===== src/rtl/pix_unpack_pkg.sv =====
package pix_unpack_pkg;

  localparam int CH_W   = 8;
  localparam int HALF_W = 16;

  typedef enum logic [1:0] {
    FMT_RGB24 = 2'b00,
    FMT_565   = 2'b01,
    FMT_1555  = 2'b10,
    FMT_444   = 2'b11
  } pix_fmt_e;

  typedef struct packed {
    pix_fmt_e fmt;
    logic     swap;
  } pix_cfg_t;

  // packed so that red lands in the low byte of the flattened vector
  typedef struct packed {
    logic [CH_W-1:0] b;
    logic [CH_W-1:0] g;
    logic [CH_W-1:0] r;
  } rgb_t;

  function automatic logic [CH_W-1:0] widen5(input logic [4:0] c);
    return {c, c[4:2]};
  endfunction

  function automatic logic [CH_W-1:0] widen6(input logic [5:0] c);
    return {c, c[5:4]};
  endfunction

  function automatic logic [CH_W-1:0] widen4(input logic [3:0] c);
    return {c, c};
  endfunction

  // one 16-bit pixel; lo_ch is the least significant colour field
  function automatic rgb_t decode_half(input pix_fmt_e fmt, input logic [HALF_W-1:0] h);
    logic [CH_W-1:0] lo_ch, mid_ch, hi_ch;
    rgb_t res;
    case (fmt)
      FMT_565: begin
        lo_ch  = widen5(h[4:0]);
        mid_ch = widen6(h[10:5]);
        hi_ch  = widen5(h[15:11]);
      end
      FMT_1555: begin
        lo_ch  = widen5(h[4:0]);
        mid_ch = widen5(h[9:5]);
        hi_ch  = widen5(h[14:10]);
      end
      default: begin
        lo_ch  = widen4(h[3:0]);
        mid_ch = widen4(h[7:4]);
        hi_ch  = widen4(h[11:8]);
      end
    endcase
    res.r = lo_ch;
    res.g = mid_ch;
    res.b = hi_ch;
    return res;
  endfunction

  function automatic rgb_t decode_true(input logic [23:0] w);
    rgb_t res;
    res.r = w[7:0];
    res.g = w[15:8];
    res.b = w[23:16];
    return res;
  endfunction

  function automatic rgb_t apply_swap(input rgb_t p, input logic swap);
    rgb_t res;
    res = p;
    if (swap) begin
      res.r = p.b;
      res.b = p.r;
    end
    return res;
  endfunction

endpackage


===== src/rtl/pix_cfg_reg.sv =====
module pix_cfg_reg
  import pix_unpack_pkg::*;
(
  input  logic       clk,
  input  logic       rst_n,
  input  logic       frame_start,
  input  logic [1:0] fmt_sel,
  input  logic       bgr_swap,
  output pix_cfg_t   cfg
);

  always_ff @(posedge clk) begin
    if (!rst_n) begin
      cfg.fmt  <= FMT_RGB24;
      cfg.swap <= 1'b0;
    end else if (frame_start) begin
      cfg.fmt  <= pix_fmt_e'(fmt_sel);
      cfg.swap <= bgr_swap;
    end
  end

endmodule


===== src/rtl/pix_word_hold.sv =====
module pix_word_hold #(
  parameter int WORD_W = 32,
  parameter int LANES  = 2,
  localparam int SLOT_W = (LANES > 1) ? $clog2(LANES) : 1
) (
  input  logic              clk,
  input  logic              rst_n,
  input  logic              one_pix,
  input  logic              in_valid,
  input  logic [WORD_W-1:0] in_word,
  output logic              in_ready,
  input  logic              out_ready,
  output logic              full,
  output logic [WORD_W-1:0] word_q,
  output logic [SLOT_W-1:0] slot,
  output logic              last_slot,
  output logic              pix_fire,
  output logic              word_fire
);

  assign last_slot = one_pix || (slot == SLOT_W'(LANES - 1));
  assign pix_fire  = full && out_ready;
  assign in_ready  = !full || (pix_fire && last_slot);
  assign word_fire = in_valid && in_ready;

  always_ff @(posedge clk) begin
    if (!rst_n) begin
      full   <= 1'b0;
      slot   <= '0;
      word_q <= '0;
    end else if (word_fire) begin
      full   <= 1'b1;
      slot   <= '0;
      word_q <= in_word;
    end else if (pix_fire) begin
      if (last_slot) begin
        full <= 1'b0;
      end else begin
        slot <= slot + SLOT_W'(1);
      end
    end
  end

endmodule


===== src/rtl/pix_lane_decode.sv =====
module pix_lane_decode
  import pix_unpack_pkg::*;
#(
  parameter int WORD_W = 32,
  parameter int LANE   = 0
) (
  input  pix_cfg_t          cfg,
  input  logic [WORD_W-1:0] word,
  output rgb_t              pix
);

  logic [HALF_W-1:0] half;
  rgb_t              raw;

  assign half = word[LANE*HALF_W +: HALF_W];

  always_comb begin
    if (cfg.fmt == FMT_RGB24) begin
      raw = decode_true(word[23:0]);
    end else begin
      raw = decode_half(cfg.fmt, half);
    end
    pix = apply_swap(raw, cfg.swap);
  end

endmodule


===== src/rtl/pix_unpack.sv =====
module pix_unpack
  import pix_unpack_pkg::*;
#(
  parameter int WORD_W = 32,
  localparam int LANES  = WORD_W / HALF_W,
  localparam int SLOT_W = (LANES > 1) ? $clog2(LANES) : 1
) (
  input  logic              clk,
  input  logic              rst_n,
  input  logic              frame_start,
  input  logic [1:0]        fmt_sel,
  input  logic              bgr_swap,
  input  logic              in_valid,
  output logic              in_ready,
  input  logic [WORD_W-1:0] in_word,
  output logic              out_valid,
  input  logic              out_ready,
  output logic [23:0]       out_pix
);

  pix_cfg_t          cfg;
  logic              full;
  logic [WORD_W-1:0] word_q;
  logic [SLOT_W-1:0] slot;
  logic              last_slot;
  logic              pix_fire;
  logic              word_fire;
  logic              one_pix;
  rgb_t              lane_pix [LANES];

  pix_cfg_reg u_cfg (
    .clk         (clk),
    .rst_n       (rst_n),
    .frame_start (frame_start),
    .fmt_sel     (fmt_sel),
    .bgr_swap    (bgr_swap),
    .cfg         (cfg)
  );

  assign one_pix = (cfg.fmt == FMT_RGB24);

  pix_word_hold #(.WORD_W(WORD_W), .LANES(LANES)) u_hold (
    .clk       (clk),
    .rst_n     (rst_n),
    .one_pix   (one_pix),
    .in_valid  (in_valid),
    .in_word   (in_word),
    .in_ready  (in_ready),
    .out_ready (out_ready),
    .full      (full),
    .word_q    (word_q),
    .slot      (slot),
    .last_slot (last_slot),
    .pix_fire  (pix_fire),
    .word_fire (word_fire)
  );

  for (genvar ln = 0; ln < LANES; ln++) begin : g_lane
    pix_lane_decode #(.WORD_W(WORD_W), .LANE(ln)) u_dec (
      .cfg  (cfg),
      .word (word_q),
      .pix  (lane_pix[ln])
    );
  end

  assign out_valid = full;
  assign out_pix   = lane_pix[slot];

endmodule


===== config.mk =====
export PLATFORM = sky130hd
export DESIGN_NAME = pix_unpack
export DESIGN_NICKNAME = d
export VERILOG_FILES = /design/src/rtl/pix_unpack_pkg.sv /design/src/rtl/pix_cfg_reg.sv /design/src/rtl/pix_word_hold.sv /design/src/rtl/pix_lane_decode.sv /design/src/rtl/pix_unpack.sv
export SDC_FILE = /design/constraint.sdc
export NUM_CORES = 1
export LEC_CHECK = 0
export ABC_AREA = 1
export ABC_CLOCK_PERIOD_IN_PS = 2280
export BUFFER_PORTS_ARGS = -buffer_cell sky130_fd_sc_hd__buf_2
export CAP_MARGIN = 30
export CORE_MARGIN = 1
export CORE_UTILIZATION = 45
export CTS_CLUSTER_DIAMETER = 50
export DETAILED_ROUTE_END_ITERATION = 10
export PLACE_DENSITY = 0.65
export SYNTH_ARGS = -nofsm -noshare
export SYNTH_HDL_FRONTEND = slang
export SYNTH_SLANG_ARGS = --single-unit

===== constraint.sdc =====
create_clock -name clk -period 2.28 [get_ports clk]
set_clock_uncertainty 0.1 [all_clocks]
set_input_delay 0.228 -clock clk [delete_from_list [all_inputs] [get_ports clk]]
set_output_delay 0.228 -clock clk [all_outputs]
set_load 0.02 [all_outputs]

==> impl_metrics.ini, run 1 <==
[pwr]
power_density_mw_per_mm2 = 606
p_leak_nw = 1.84
vdd_drop_max_uv = 383

[place]
gp_congestion = 0.960
dp_hpwl_um = 7190
io_buffers = 65
preCtsSetupSlack_ns = 0.0748
dp_cells = 647

[synth]
syn_nets = 566
synth.avg_cell_area_sq_um = 5.72
synth-edff-count = 0
synth_seq_cells = 37
yosysUniqueCellTypes = 25
synthCells = 523
ys_warn_count = 0
ys.flop_type = dfxtp_1
synth-async-reset-ratio = 0
synth_area_sq_mm = 0.00299
synth_seq_area_share = 0.248

[global_route]
overflow = 0
grt_max_degree = 37
grt_pass1_vias = 3277
antenna_found_initial = 0
grt_pass1_wl_um = 16100
grt_use_total = 0.283

[cts]
cts_tree = yes
cts_buffer_depth = 2
cts_made_buffers = 5
cts_root_buffer = clkbuf_8
clock_latency_ns = 0.29
clkTransAtPathRegs_ns = 0.08
postCtsHoldBufs = 0
cts.htree.levels = 2
cts_sinks = 37

[worst_hold_path]
hold_class = input pin to register
hp-start = in_word[6]

[sta]
fin_setup_tns_ns = 0
finalSetupViolations = 0
max-slew-margin-rel = 0.652
rsz0062_at_grt = true
min_period_over_period = 0.965
min_period_ns = 2.20
hold_viol_final = 0
timing_max_transition_violations_final = 0
fin_ws_ns = 0.0789
worst_pin_slew_ns = 0.522
fmax_mhz = 454

[floorplanning]
pin_count = 66
initial_utilization = 0.468
fp.dieH_um = 83.5
die-area_sq_mm = 0.00698
row_count = 29
core_sq_mm = 0.00639
dieWidth_um = 83.5

[final_layout]
drive_above_1_share = 0.218
syn_to_final_growth_pct = 21.9
nets = 624
final.fill_count = 670
diodes = 0
fin_cells = 659

[drt]
first_pass_iters = 5
ant_nets = 0
drt-total-wl_um = 9740
wl_per_cell_um = 14.8
drt_iter0_drc = 291
vias_per_cell = 5.61
drc_errors = 0
num_vias = 3699

[worst_setup_path]
end_kind = output pin
arrival_ns = 1.87
required_ns = 1.95
crit_start = u_cfg.cfg[2]
worstReg2RegStart = u_cfg.cfg[2]
start_kind = register
path_max_fanout = 13
crit_type = register to output pin

[outcome]
status = finished, final reports clean

[run]
max_cap_viol_count = 0
-- power by group --
part	switching [W]	internal (W)
clock	0.000243	0.000356
combinational	0.000508	0.000316
sequential	0.0000882	0.000699
total	0.000839	0.00137
-- per-layer routing --
| metal | vias to the layer above | part of all wire | GRT usage |
|---|---|---|---|
| met3 | 26 | 0.073 | 0.0336 |
| met4 | 0 | 0.028 | 0.103 |
| li1 | 1864 | - | - |
| met2 | 173 | 0.45 | 0.443 |
| met1 | 1636 | 0.45 | 0.398 |
| met5 | - | 0 | 0 |
-- per-stage QoR --
stage | instance area (sq um) | util | hold WS, ns | power, W
final | 3650 | 0.571 | 0.0682 | 0.00221
after global routing | 3650 | 0.571 | 0.0682 | 0.00234
after CTS | 3490 | 0.547 | 0.0633 | 0.00215
after detailed placement | 3350 | 0.524 | 0.369 | 0.00154
after global placement | 3350 | 0.524 | 0.361 | 0.00154
after floorplan | 2990 | - | 0.260 | 0.00131
-- worst max-delay path, cell delays in order (launching register included) --
cell and delay (ns):
dfxtp_2 0.34, inv_2 0.06, ha_4 0.31, nor2_4 0.16, buf_8 0.16, nand2_1 0.08, nand4_1 0.09, nand3_1 0.09
nand2_1 0.14, buf_4 0.15
-- kinds of logic (layout without fill, tap and decap cells) --
family / Yosys count / after routing / synth area share
AOI/OAI and AO/OA: 78 / 78 / 0.140
adders and majority gates: 3 / 3 / 0.0125
buffers and inverters: 61 / 120 / 0.101
DFF: 37 / 37 / 0.248
and+or+nand+nor: 344 / 344 / 0.499
-- placed cells by master (no fill, tap or decap), drive strengths merged --
| cell | synthesis | final |
|---|---|---|
| nor3 | 1 | 1 |
| nand2 | 151 | 151 |
| dfxtp | 37 | 37 |
| ha | 3 | 3 |
| nand4 | 17 | 17 |
| o22ai | 2 | 2 |
| bufinv | 0 | 1 |
| a21oi | 31 | 31 |
| nand3 | 100 | 100 |
| buf | 28 | 85 |
| clkinvlp | 0 | 1 |
| or2 | 3 | 3 |
| inv | 26 | 25 |
| clkinv | 0 | 1 |
| clkbuf | 7 | 7 |
| a31oi | 3 | 3 |
| nor2 | 72 | 72 |
| o21ai | 42 | 42 |
-- state kept, by name (all words and copies together) (netlist names) --
signal,flops
u_hold.full,1
u_hold.word_q,32
u_hold.slot,1
u_cfg.cfg,3
-- synth_stat cells (7+ instances only) --
| library cell | count | area [sq um] |
|---|---|---|
| nand4_1 | 17 | 106 |
| nand3_1 | 100 | 500 |
| dfxtp_1 | 37 | 741 |
| a21oi_1 | 30 | 150 |
| buf_4 | 7 | 52.6 |
| o21ai_1 | 22 | 110 |
| inv_1 | 23 | 86.3 |
| buf_2 | 13 | 65.1 |
| o21ai_0 | 19 | 95.1 |
| nor2_1 | 71 | 267 |
| nand2_1 | 148 | 556 |
| clkbuf_1 | 7 | 26.3 |
-- final timing paths --
kind,end,slack [ns],depth (start not counted)
worst max-delay path,out_pix[20],0.08,9
worst min-delay path,u_hold.word_q[6],0.07,3
worst max register to register,u_hold.word_q[8],0.56,8
worst min register to register,u_cfg.cfg[0],0.39,2
-- final cells by class --
| class | instances | area, sq um | area share |
|---|---|---|---|
| clock buffer | 6 | 82.6 | 0.0226 |
| clock inverter | 2 | 37.5 | 0.0103 |
| inverter | 26 | 113 | 0.0309 |
| multi-input combinational | 425 | 2020 | 0.555 |
| sequential | 37 | 746 | 0.204 |
| tap | 77 | 96.3 | 0.0264 |
| timing repair buffer | 86 | 548 | 0.150 |
-- what timing repair did --
action	CTS	global route
gates resized for setup	6	36
setup endpoints to repair	24	24
setup buffers	0	3
cloned	0	1
pin swaps	0	4
Note: power is estimated with default switching activity, not from simulation.
==> run 2: changes to the inputs <==
==> constraint.sdc (replaced) <==
create_clock -name clk -period 2.28 [get_ports clk]
set_clock_uncertainty 0.1 [all_clocks]
set_input_delay 0 -clock clk [delete_from_list [all_inputs] [get_ports clk]]
set_output_delay 0 -clock clk [all_outputs]
set_load 0.02 [all_outputs]
==> impl_metrics.ini, run 2 (synthesis results as in run 1) <==
[final_layout]
final_cell_area_sq_mm = 0.00389
layout_common_cells = nand2_1, nand3_1, nor2_1, buf_2, dlygate4sd3_1
largest_reg_flops = 32
diodes = 0
drive_above_1_share = 0.169
final.fill_count = 650
top_register = u_hold.word_q
final_common_cell = nand2_1
fin_cells = 694
nets = 659
reg.largest.list = u_hold.word_q (32), u_cfg.cfg (3)
multi_input_area_sq_mm = 0.00197
seqCellArea_sq_um = 741
syn_to_final_growth_pct = 29.9

[drt]
ant_nets = 0
drc_errors = 0
wl_per_cell_um = 15.3
num_vias = 3869
drt_iter0_drc = 341
drt-total-wl_um = 10600
first_pass_iters = 6
vias_per_cell = 5.57

[sta]
min_period_over_period = 0.928
max-slew-margin-rel = 0.632
min_period_ns = 2.12
fin_setup_tns_ns = 0
finalSetupViolations = 0
worst_pin_slew_ns = 0.552
holdWs_ns = 0.0248
fmax_mhz = 473
hold_viol_final = 0
rsz0062_at_grt = false
timing_max_transition_violations_final = 0

[floorplanning]
initial_utilization = 0.468
dieWidth_um = 83.5
die-area_sq_mm = 0.00698
pin_count = 66
row_count = 29
fp.dieH_um = 83.5
core_sq_mm = 0.00639

[pwr]
p_leak_nw = 1.94
power_density_mw_per_mm2 = 572
vdd_drop_max_uv = 354
power_w = 0.00222

[cts]
cts_made_buffers = 5
cts_sinks = 37
cts_buffer_depth = 2
cts_root_buffer = clkbuf_8
cts.htree.levels = 2
clkTransAtPathRegs_ns = 0.09
clock_latency_ns = 0.30
cts_tree = yes

[global_route]
grt_pass1_wl_um = 17400
overflow = 0
grt_max_degree = 37
antenna_found_initial = 0
grt_pass1_vias = 3509
grt_use_total = 0.314

[outcome]
status = finished, final reports clean

[worst_setup_path]
arrival_ns = 2.02
end_kind = output pin
required_ns = 2.18
path_max_fanout = 6
start_kind = register
r2r-end = u_hold.full
crit_type = register to output pin
regToRegSetupSlack_ns = 0.36
rr_worst_depth = 7
worstReg2RegStart = u_cfg.cfg[2]

[place]
dp_cells = 642
dp_hpwl_um = 7270
gp_congestion = 0.945
io_buffers = 65
postPlaceCellArea_sq_mm = 0.00330

[worst_hold_path]
hp-start = out_ready
whs_path_depth = 3
hold_end = u_hold.slot
hold_class = input pin to register

[run]
max_cap_viol_count = 0
[run 2: layout make-up]
cell class	instances	area share
Inverter	26	0.0267
Timing Repair Buffer	121	0.221
Clock buffer	6	0.0212
Multi-Input combinational cell	425	0.506
Tap cell	77	0.0248
Sequential cell	37	0.191
Clock inverter	2	0.00966
[run 2: stage by stage]
step / setup slack [ns] / utilization
4_1_cts: 0.0407 / 0.600
3_3_place_gp: 0.370 / 0.517
2_1_floorplan: 0.639 / -
3_5_place_dp: 0.320 / 0.517
5_1_grt: 0.0199 / 0.609
6_report: 0.164 / 0.609
[run 2: repair_timing]
action,4_1_cts,5_1_grt
hold buffers,41,0
hold endpoints to repair,36,0
pin swaps,0,2
endpoints found under the setup margin,4,21
setup buffers,0,3
gates resized for setup,1,7
[run 2: critical path, stage by stage, from the launching register on]
cell	delay, ns
dfxtp_1	0.33
inv_1	0.09
ha_4	0.34
clkinvlp_4	0.18
buf_4	0.20
nand2_1	0.06
nand3_1	0.07
nand2_1	0.10
nand2_1	0.05
nand3_1	0.09
nand2_1	0.05
buf_2	0.15
[run 2: per-layer routing]
layer	GRT usage	vias up	routed length (um)	part of all wire
met2	0.507	201	4950	0.47
met1	0.406	1714	4520	0.43
li1	-	1920	-	-
met5	0	-	0	0
met4	0.143	0	391	0.037
met3	0.0574	34	759	0.071
[run 2: how the worst max path moves through the flow]
stage,startpoint,to,slack (ns),depth (start not counted)
6_report,u_cfg.cfg[1],out_pix[16],0.16,11
5_1_grt,u_cfg.cfg[2],out_pix[16],0.02,11
4_1_cts,u_cfg.cfg[2],out_pix[21],0.04,10
3_5_place_dp,u_cfg.cfg[2],out_pix[23],0.32,9
3_3_place_gp,u_cfg.cfg[1],out_pix[23],0.37,9
2_1_floorplan,u_cfg.cfg[1],out_pix[23],0.64,9
[run 2: power by group]
part | switching (W) | internal (W) | total (W)
clock network | 0.000253 | 0.000356 | 0.000609
registers | 0.0000891 | 0.000699 | 0.000789
logic | 0.000503 | 0.000322 | 0.000825
total | 0.000845 | 0.00138 | 0.00222
